--- src/rtl/pll_freq_decoder.sv ---
module pll_freq_decoder #(
  parameter int DW      = 40,
  parameter int FW      = 32,
  parameter int REF_KHZ = 27000
) (
  input  logic          clk,
  input  logic          rst_n,
  input  logic          start,
  input  logic [1:0]    dom_sel,
  input  logic [31:0]   mast_sel,
  input  logic [31:0]   spll_ctrl,
  input  logic [31:0]   npll_ctrl,
  input  logic [31:0]   npll_coef,
  input  logic [31:0]   mpll_ctrl,
  input  logic [31:0]   mpll_coef,
  output logic          busy,
  output logic          done,
  output logic [FW-1:0] freq_khz
);
  localparam int CW = $clog2(DW);

  typedef enum logic [1:0] {S_IDLE, S_DIV, S_FIN} st_t;
  st_t st;

  logic [DW-1:0] q;
  logic [7:0]    r, dv, n2, m2;
  logic [CW-1:0] cnt;
  logic [2:0]    p;
  logic          st2;

  logic [1:0]  src;
  logic [31:0] c_ctl, c_coef;
  logic        c_ok, c_two, c_st2, c_zero;

  assign src = (dom_sel == 2'd0) ? mast_sel[1:0] : mast_sel[5:4];

  always_comb begin
    c_ok   = 1'b1;
    c_two  = 1'b1;
    c_ctl  = npll_ctrl;
    c_coef = npll_coef;
    if (dom_sel == 2'd2) begin
      c_ctl  = mpll_ctrl;
      c_coef = mpll_coef;
    end else if (dom_sel == 2'd3) begin
      c_ok = 1'b0;
    end else if (src == 2'd2) begin
      c_two  = 1'b0;
      c_ctl  = spll_ctrl;
      c_coef = {16'h0, spll_ctrl[15:0]};
    end else if (src != 2'd3) begin
      c_ok = 1'b0;
    end
  end

  assign c_st2  = c_two & c_ctl[30] & ~c_ctl[8];
  assign c_zero = ~c_ok | ~c_ctl[31] | (c_coef[7:0] == 8'd0) |
                  (c_st2 & (c_coef[23:16] == 8'd0));

  logic unused_bits;
  assign unused_bits = ^{mast_sel[31:6], mast_sel[3:2], c_ctl[29:19],
                         c_ctl[15:9], c_ctl[7:0]};

  logic [8:0]    rs;
  logic          ge;
  logic [7:0]    rn;
  logic [DW-1:0] qn, prod;

  assign rs   = {r, q[DW-1]};
  assign ge   = rs >= {1'b0, dv};
  assign rn   = ge ? 8'(rs - {1'b0, dv}) : rs[7:0];
  assign qn   = {q[DW-2:0], ge};
  assign prod = qn * {{(DW-8){1'b0}}, n2};

  assign busy = (st != S_IDLE);

  always_ff @(posedge clk or negedge rst_n) begin
    if (!rst_n) begin
      st       <= S_IDLE;
      q        <= '0;
      r        <= '0;
      dv       <= '0;
      n2       <= '0;
      m2       <= '0;
      cnt      <= '0;
      p        <= '0;
      st2      <= 1'b0;
      freq_khz <= '0;
      done     <= 1'b0;
    end else begin
      done <= 1'b0;
      case (st)
        S_IDLE: if (start) begin
          p   <= c_ctl[18:16];
          n2  <= c_coef[31:24];
          m2  <= c_coef[23:16];
          st2 <= c_st2;
          dv  <= c_coef[7:0];
          r   <= '0;
          cnt <= '0;
          if (c_zero) begin
            q  <= '0;
            st <= S_FIN;
          end else begin
            q  <= DW'(REF_KHZ) * {{(DW-8){1'b0}}, c_coef[15:8]};
            st <= S_DIV;
          end
        end
        S_DIV: begin
          q   <= qn;
          r   <= rn;
          cnt <= cnt + 1'b1;
          if (cnt == CW'(DW-1)) begin
            if (st2) begin
              q   <= prod;
              r   <= '0;
              dv  <= m2;
              cnt <= '0;
              st2 <= 1'b0;
            end else begin
              st <= S_FIN;
            end
          end
        end
        default: begin
          freq_khz <= FW'(q >> p);
          done     <= 1'b1;
          st       <= S_IDLE;
        end
      endcase
    end
  end
endmodule


--- config.mk ---
export PLATFORM = sky130hd
export DESIGN_NAME = pll_freq_decoder
export DESIGN_NICKNAME = d
export VERILOG_FILES = /design/src/rtl/pll_freq_decoder.sv
export SDC_FILE = /design/constraint.sdc
export NUM_CORES = 1
export LEC_CHECK = 0
export BUFFER_PORTS_ARGS = -buffer_cell sky130_fd_sc_hd__buf_2
export CAP_MARGIN = 20
export CORE_AREA = 5 5 175 177
export CTS_CLUSTER_DIAMETER = 30
export CTS_CLUSTER_SIZE = 8
export DETAILED_ROUTE_END_ITERATION = 6
export DIE_AREA = 0 0 180 182
export PLACE_DENSITY = 0.83
export SLEW_MARGIN = 20
export SYNTH_ARGS = -nofsm -noshare
export SYNTH_HDL_FRONTEND = slang
export SYNTH_SLANG_ARGS = --single-unit
export TNS_END_PERCENT = 1
--- constraint.sdc ---
create_clock -name clk -period 8.1 [get_ports clk]
set_input_delay 1.62 -clock clk [delete_from_list [all_inputs] [get_ports clk]]
set_output_delay 1.62 -clock clk [all_outputs]
set_load 0.05 [all_outputs]
=== Word level (Yosys, flattened, before mapping) ===
Cells that the tools add are included.

* Register bits after elaboration: 117
* Logic and storage cells: 89
* Input port bits: 197
* Output and inout port bits: 34

* Bitwise operators: 9
* Reductions and logical operators: 12
* Shift-type cells: 1
* Multiplexer cells: 41
* Magnitude comparators: 1
* $add $sub $neg: 2
* Multipliers: 2
* Equality and inequality tests: 10

{| class="wikitable"
|+ Operators with widths
! operator !! count
|-
| 2-to-1 mux 32 bit || 6
|-
| 2-to-1 mux 40 bit || 3
|-
| case mux 40 bit (2 select lines) || 1
|-
| 2-to-1 mux 8 bit || 7
|-
| multiplier 40 x 8 -> 40 bit || 1
|-
| right shift 40 x 3 -> 32 bit || 1
|-
| case mux 8 bit (2 select lines) || 2
|-
| 2-to-1 mux 23 bit || 1
|-
| multiplier 12 x 8 -> 20 bit (first input constant) || 1
|-
| 2-to-1 mux 6 bit || 3
|-
| zero test 8 bit || 2
|-
| case mux 6 bit (2 select lines) || 1
|-
| 2-to-1 mux 1 bit || 10
|-
| 2-to-1 mux 2 bit || 5
|-
| inequality test 2 bit (second input constant) || 5
|-
| greater-or-equal comparator 9 x 8 -> 1 bit || 1
|-
| subtractor 8 bit || 1
|-
| adder 6 x 1 -> 6 bit (second input constant) || 1
|-
| equality test 2 bit (second input constant) || 3
|-
| equality test 6 bit (second input constant) || 1
|-
| AND reduction 3 bit || 2
|-
| zero test 2 bit || 2
|-
| case mux 2 bit (2 select lines) || 1
|-
| AND reduction 2 bit || 2
|-
| other kinds (8) || 15
|}

=== Depth between registers and ports, before layout ===
Gate-level depths: netlist of the first run.

* Depth after elaboration: 14
* Depth in mapped cells: 29
* Mapped depth without buffers: 29

=== Least setup slack after synthesis of the first run ===
OpenSTA, ideal clock, no wires.

* Path type: in2reg
* From: input port dom_sel[0]
* To: register q[22]
* Data arrival time: 6894 ps
* Library setup time: 123 ps
* Path slack: 1083 ps
* Cell stages on the path: 20
* Cells stage by stage: or3b_1 a21oi_1 buf_4 clkbuf_1 nand2_1 a31oi_1 fa_1 fa_1 fa_1 fa_1 ha_1 o21a_1 o21ai_0 a211oi_1 a31o_2 o41ai_1 o21ai_0 xnor2_1 nand2_1 nand2_1

* Longest elaborated chain between the ends: 14

{| class="wikitable"
|+ RTL lines
! what !! RTL line !! RTL
|-
| start, declared || 9 || <nowiki>input logic [1:0] dom_sel,</nowiki>
|-
| parallel branches: the longest is 11 deep, another holds multiplier 12 x 8 -> 20 bit || n/a ||
|-
| 2-to-1 mux 23 bit * || 101 || <nowiki>if (c_zero) begin</nowiki>
|-
| 2-to-1 mux 40 bit * || 93 || <nowiki>S_IDLE: if (start) begin</nowiki>
|-
| case mux 40 bit (2 select lines) * || 92 || <nowiki>case (st)</nowiki>
|-
| end signal, assigned || 105 || <nowiki>q <= DW'(REF_KHZ) * {{(DW-8){1'b0}}, c_coef[15:8]};</nowiki>
|-
| end signal, assigned || 110 || <nowiki>q <= qn;</nowiki>
|-
| end signal, assigned || 115 || <nowiki>q <= prod;</nowiki>
|-
| end, declared || 25 || <nowiki>logic [DW-1:0] q;</nowiki>
|}

Mark *: on every way between the ends. The select of a mux whose other input is x is not followed.
A chain may end at the register's enable or synchronous reset.

=== Worst setup path in the final report of the first run ===
* From: register r[0]
* To: register q[39]

* Longest elaborated chain between the ends: 5

{| class="wikitable"
|+ RTL lines
! what !! RTL line !! RTL
|-
| start, declared || 26 || <nowiki>logic [7:0] r, dv, n2, m2;</nowiki>
|-
| start signal, assigned || 111 || <nowiki>r <= rn;</nowiki>
|-
| greater-or-equal comparator 9 x 8 -> 1 bit || 70 || <nowiki>assign ge = rs >= {1'b0, dv};</nowiki>
|-
| multiplier 40 x 8 -> 40 bit || 73 || <nowiki>assign prod = qn * {{(DW-8){1'b0}}, n2};</nowiki>
|-
| 2-to-1 mux 40 bit || 114 || <nowiki>if (st2) begin</nowiki>
|-
| 2-to-1 mux 40 bit || 113 || <nowiki>if (cnt == CW'(DW-1)) begin</nowiki>
|-
| case mux 40 bit (2 select lines) || 92 ||
|}

Every way passes these cells.

==> out/summary.txt, run 1 <==
antenna violations before repair: 0
mux contribution to synthesized area: 0.0627
fmax: 0.137 GHz
Final #Nets: 2630
worst path arrival time: 7.58 ns
fin crit share: 0.901
Synth Area in Adders: 0.343
synth-to-layout area growth: 8.23%
Clock Sinks: 117
asr flop ratio synth: 1.00
synthesized flop and latch total: 117
antenna-violating nets left: 0
worst-path fanout max: 13
post_cts resized: 0
Die Area: 32800 µm²
Unique masters post-synth: 63
Startpoint Class: flop
Worst Tran Pin Value: 1.13 ns
Compound-Gate Fraction of Synth Area: 0.130
layout cell share with drive strength beyond 1: 0.109
via count: 15.2k
post-CTS setup buffers: 0
Clock Path Buffers: 2
Synth Instances: 2054
Req. time, crit path: 8.38 ns
slowest cell on the critical path: fa_1
H-tree depth: 4
first-pass GRT wire length: 79000 µm
Syn Nets: 2590
outcome: completed
CORE AREA: 29100 µm²
pin count of the biggest net entering global routing: 83
1st-iter DRT viols: 1315
initial core utilization: 0.598
Final GP Congestion: 0.953
DR pass1 iterations: 6
RSZ-0062 raised after global routing: false
Slew Limit Fails: 0
Antenna Diode Count: 0
hold crit path type: flop to flop
Crit. End Element: flop
Fillers: 2304
Synth Area per Inst: 8.47 µm²
final cell count without fillers: 2497
main combinational cell family by area after synthesis: adder cells
vias in the first global route: 15.8k
# rows: 63
top-count cell post-synth: nand2_1
top-area cell type share of the netlist area: 0.265
grt ovf: 0
# setup viols final: 0
DP HPWL: 35700 µm
clock slew at reported path FFs: 0.07 ns
# IOs: 231
Final Hold Vio Count: 0
DRC: 0
Synth Area in Simple Gates: 0.181
Routed WL: 47500 µm
MaxCap Viol Count: 0
sequential-to-total area share from yosys stat: 0.168
Worst path max stage delay: 0.53 ns
hold path startpoint: r[7]
TritonCTS clock tree: done
wire per inst: 19.0 µm
synthesized cell area: 17400 µm²
Area contributors post-synth: fa_1 (26%), dfrtp_1 (17%), ha_1 (7.8%)
slew margin rel.: 0.248
multi-input combinational cell area: 13100 µm²
gr usage total: 0.291
post-route setup TNS: 0 ns
area leader, netlist: fa_1
YS warnings: 0
Worst Setup SP: r[0]
Placed Cells: 2465
EDFF count, synth: 0
die extent in x: 180 µm
main flop type after synthesis: dfrtp_1
Seq. cell area: 2930 µm²
worst reg2reg startpoint: r[0]
fin util: 0.648
top post-synthesis cells by count: nand2_1 (333), inv_1 (235), fa_1 (230)
PortBufs: 138
Clk Latency, worst-skew pair: 0.43 ns
Tmin final: 7.30 ns
die height: 182 µm
WS Path Type: flop to flop
CTS buffer count: 17
Clock Skew: 0.0120 ns
root buf cell: clkbuf_16
Synth Area in XOR/XNOR: 0.0317
cell mode on critical path: o21ai_0
hold_buf cts: 0
drt via density: 6.08
path summary, 6_finish.rpt:
| check | to | slack [ns] | cells after the start |
|---|---|---|---|
| max | q[39] | 0.80 | 25 |
| min | r[7] | 0.50 | 1 |
| max reg2reg | q[39] | 0.80 | 25 |
| min reg2reg | r[7] | 0.50 | 1 |
| max in group asynchronous | st[1] | 5.83 | 2 |
| min in group asynchronous | freq_khz[8] | 1.14 | 1 |
cells by family (layout without fill, tap and decap cells):
family / Yosys count / count (layout)
flops: 117 / 117
simple gates: 690 / 690
compound gates: 361 / 361
mux: 105 / 105
xor+xnor: 63 / 63
buf+inv: 379 / 432
fa+ha+maj: 339 / 339
final cells by class:
type | instances | share of cell area
timing repair buffer | 165 | 0.0478
clock inverter | 14 | 0.00764
multi-input combinational | 1558 | 0.693
clock buffer | 18 | 0.0233
inverter | 235 | 0.0468
tap | 390 | 0.0259
sequential | 117 | 0.156
stage by stage:
stage | area [µm²] | worst slack [ns] | hold WS (ns)
2_1_floorplan | 17400 | 1.08 | 0.440
3_3_place_gp | 18300 | 0.640 | 0.456
3_5_place_dp | 18300 | 0.460 | 0.474
4_1_cts | 18800 | 0.893 | 0.487
5_1_grt | 18800 | 0.349 | 0.505
6_report | 18800 | 0.803 | 0.497
critical path, delay by kind of cell (launching register included):
family,cells,cell delay [ns]
compound gates,13,3.00
xor+xnor,1,0.18
fa+ha+maj,6,2.58
buf+inv,2,0.24
flops,1,0.43
simple gates,3,0.70
metal layers:
metal / up-vias / share of wire / track usage
met1: 7469 / 0.39 / 0.375
met2: 748 / 0.48 / 0.490
met3: 174 / 0.084 / 0.0431
met5: - / 0 / 0
met4: 0 / 0.047 / 0.131
li1: 6779 / - / -
cell usage in the layout (no fill, tap or decap), types with 6 or more instances in the layout:
master	n
xnor2_1	36
ha_1	109
nor3_1	12
mux2i_1	100
dfrtp_1	112
a211oi_1	17
nand3_1	39
xor2_1	27
a21o_1	21
o21bai_1	7
buf_4	27
clkbuf_16	17
inv_1	235
a31oi_1	47
a221oi_1	9
or2_2	6
nand4_1	9
a22oi_1	11
a21oi_1	117
nand2_1	333
buf_2	137
nor4_1	6
nand2b_1	11
nor2_1	117
and2_1	124
fa_1	230
o211ai_1	16
o21ai_0	71
registers in the layout, summed over array words and instances, names as in the netlist:
| register | count |
|---|---|
| cnt | 6 |
| done | 1 |
| dv | 8 |
| freq_khz | 32 |
| m2 | 8 |
| n2 | 8 |
| p | 3 |
| q | 40 |
| r | 8 |
| st | 2 |
| st2 | 1 |
Power of run 1 is not shown: default switching activity piles up to over one toggle a cycle in this logic, so the estimate is an artifact.
==> inputs of run 2 (changes only) <==
- CORE_AREA: 5 5 175 177 -> 5 5 245 128
- DIE_AREA: 0 0 180 182 -> 0 0 250 133
==> run 2 against run 1 <==
  * The run now ends with design-rule violations left
  * Register-to-register slack worse by 0.48 ns
  * Non-clock buffer count stayed put
  * First-iteration DRC count is 46% higher
  * Critical endpoint is now q[36]
  * Via count is 2.6% higher
  * Clock skew is 0.0022 ns lower
  * Cell area hardly changed
  * Hold slack worse by 0.0060 ns
  * Setup slack worse by 0.48 ns
==> out/summary.txt, run 2 (synthesized netlist as in run 1, its figures left out) <==
Fillers: 2415 (+4.8%)
DRC: 1 (+1)
clock slew at reported path FFs: 0.07 ns (about the same)
TritonCTS clock tree: done
DR pass1 iterations: 7 (+1)
fin crit share: 0.960 (+0.0592)
gr usage total: 0.318 (+0.0273)
H-tree depth: 4 (unchanged)
cell mode on critical path: o21ai_0
Worst R2R Setup Slack: 0.32 ns (-0.48 ns)
initial core utilization: 0.593 (-0.00505)
PortBufs: 138 (unchanged)
Req. time, crit path: 8.38 ns (about the same)
Worst Reg-to-Reg Cells: 26 (+4.0%)
post_cts resized: 0 (unchanged)
worst path arrival time: 8.06 ns (+0.48 ns)
via count: 15.6k (+2.6%)
slowest cell on the critical path: fa_1
met1 Usage GRT: 0.465 (+0.0898)
pin count of the biggest net entering global routing: 72 (-13%)
wire per inst: 21.0 µm (+10%)
DP HPWL: 40000 µm (+12%)
Final GP Congestion: 0.998 (+4.7%)
hold crit path type: flop to flop
1st-iter DRT viols: 1921 (+46%)
max reg flops: 40 (unchanged)
hold_buf cts: 0 (unchanged)
# setup viols final: 0 (unchanged)
MaxCap Viol Count: 0 (unchanged)
RSZ-0062 raised after global routing: false
worst reg2reg startpoint: r[0]
Clock Skew: 0.00989 ns (-0.00215 ns)
Routed WL: 52600 µm (+11%)
crit-path leading delay family: compound AO/OA/AOI/OAI gates
antenna-violating nets left: 0 (unchanged)
# IOs: 231 (unchanged)
antenna violations before repair: 0 (unchanged)
Clock Path Buffers: 2 (unchanged)
Hold Path Depth: 1 (unchanged)
hold path startpoint: r[7]
die extent in x: 250 µm (+39%)
outcome: complete, but fails checks
CTS buffer count: 17 (unchanged)
worst r2r dst: q[36]
drt via density: 6.21 (+2.2%)
fmax: 0.129 GHz (-6.2%)
first-pass GRT wire length: 85100 µm (+7.6%)
Critical path buffers and inverters: 2 (unchanged)
slew margin rel.: 0.267 (+0.0181)
WS Path Type: flop to flop
Final #Nets: 2630 (unchanged)
grt ovf: 0 (unchanged)
Crit. End Element: flop
Worst path max stage delay: 0.54 ns (about the same)
worst-path fanout max: 13 (unchanged)
# rows: 45 (-29%)
die height: 133 µm (-27%)
Slew Limit Fails: 0 (unchanged)
Worst Tran Pin Value: 1.10 ns (-0.0272 ns)
Die Area: 33300 µm² (+1.5%)
GR met3 Demand/Resource: 0.0980 (+0.0549)
Tmin final: 7.78 ns (+0.479 ns)
Biggest register: q
root buf cell: clkbuf_16
layout cell share with drive strength beyond 1: 0.109 (-0.000475)
post-route setup TNS: 0 ns (unchanged)
post-CTS setup buffers: 0 (unchanged)
Clock Sinks: 117 (unchanged)
Clk Latency, worst-skew pair: 0.45 ns (+0.02 ns)
Final Hold Vio Count: 0 (unchanged)
vias in the first global route: 15.9k (+0.48%)
hold path endpoint: r[7]
met2 Track Usage GR: 0.467 (-0.0233)
GRT busiest layer: met2
highest-count cells in the layout ignoring fill and taps: nand2_1 (333), inv_1 (235), fa_1 (230)
CORE AREA: 29300 µm² (+0.85%)
biggest registers after layout: q (40), freq_khz (32)
failing checks: design-rule violations
commonest non-fill, non-tap cell in the layout: nand2_1
synth-to-layout area growth: 8.18% (about the same)
Startpoint Class: flop
[run 2: worst reg2reg max path, delay by kind of cell, from the launching register on]
| family | cells | cell delay, ns |
|---|---|---|
| buf+inv | 2 | 0.25 |
| fa+ha+maj | 6 | 2.57 |
| compound gates | 14 | 3.35 |
| xor+xnor | 1 | 0.22 |
| simple gates | 3 | 0.81 |
| flops | 1 | 0.43 |
[run 2: final cells by class]
cell class | count | area (µm²) | share of cell area
antenna | 3 | 7.51 | 0.000399
tap | 399 | 499 | 0.0265
multi-input combinational | 1558 | 13000 | 0.693
clock inverter | 15 | 136 | 0.00724
sequential | 117 | 2930 | 0.156
inverter | 235 | 882 | 0.0468
clock buffer | 17 | 425 | 0.0226
timing repair buffer | 165 | 896 | 0.0476
[run 2: through the flow]
| step | hold slack, ns | setup WS [ns] | area [µm²] | utilization | instances |
|---|---|---|---|---|---|
| 2_1_floorplan | 0.440 | 1.08 | 17400 | - | 2054 |
| 3_3_place_gp | 0.463 | 0.642 | 18300 | 0.622 | 2474 |
| 3_5_place_dp | 0.472 | 0.472 | 18300 | 0.622 | 2474 |
| 4_1_cts | 0.487 | 0.530 | 18800 | 0.642 | 2506 |
| 5_1_grt | 0.504 | 0.0411 | 18800 | 0.642 | 2506 |
| 6_report | 0.491 | 0.323 | 18800 | 0.642 | 2509 |
[run 2: worst max-delay path by stage]
| stage | start | to | slack, ns | depth (start not counted) |
|---|---|---|---|---|
| 2_1_floorplan | dom_sel[0] | q[22] | 1.08 | 20 |
| 3_3_place_gp | dom_sel[0] | q[22] | 0.64 | 19 |
| 3_5_place_dp | dom_sel[0] | q[22] | 0.47 | 20 |
| 4_1_cts | dv[1] | q[36] | 0.53 | 27 |
| 5_1_grt | dv[1] | q[36] | 0.04 | 27 |
| 6_report | r[0] | q[36] | 0.32 | 26 |
[run 2: routing by layer]
metal | part of all wire | wire length (µm)
met1 | 0.42 | 22000
met4 | 0.025 | 1310
met3 | 0.13 | 6860
met5 | 0 | 0
met2 | 0.43 | 22400
Power of run 2 is left out for the same reason.
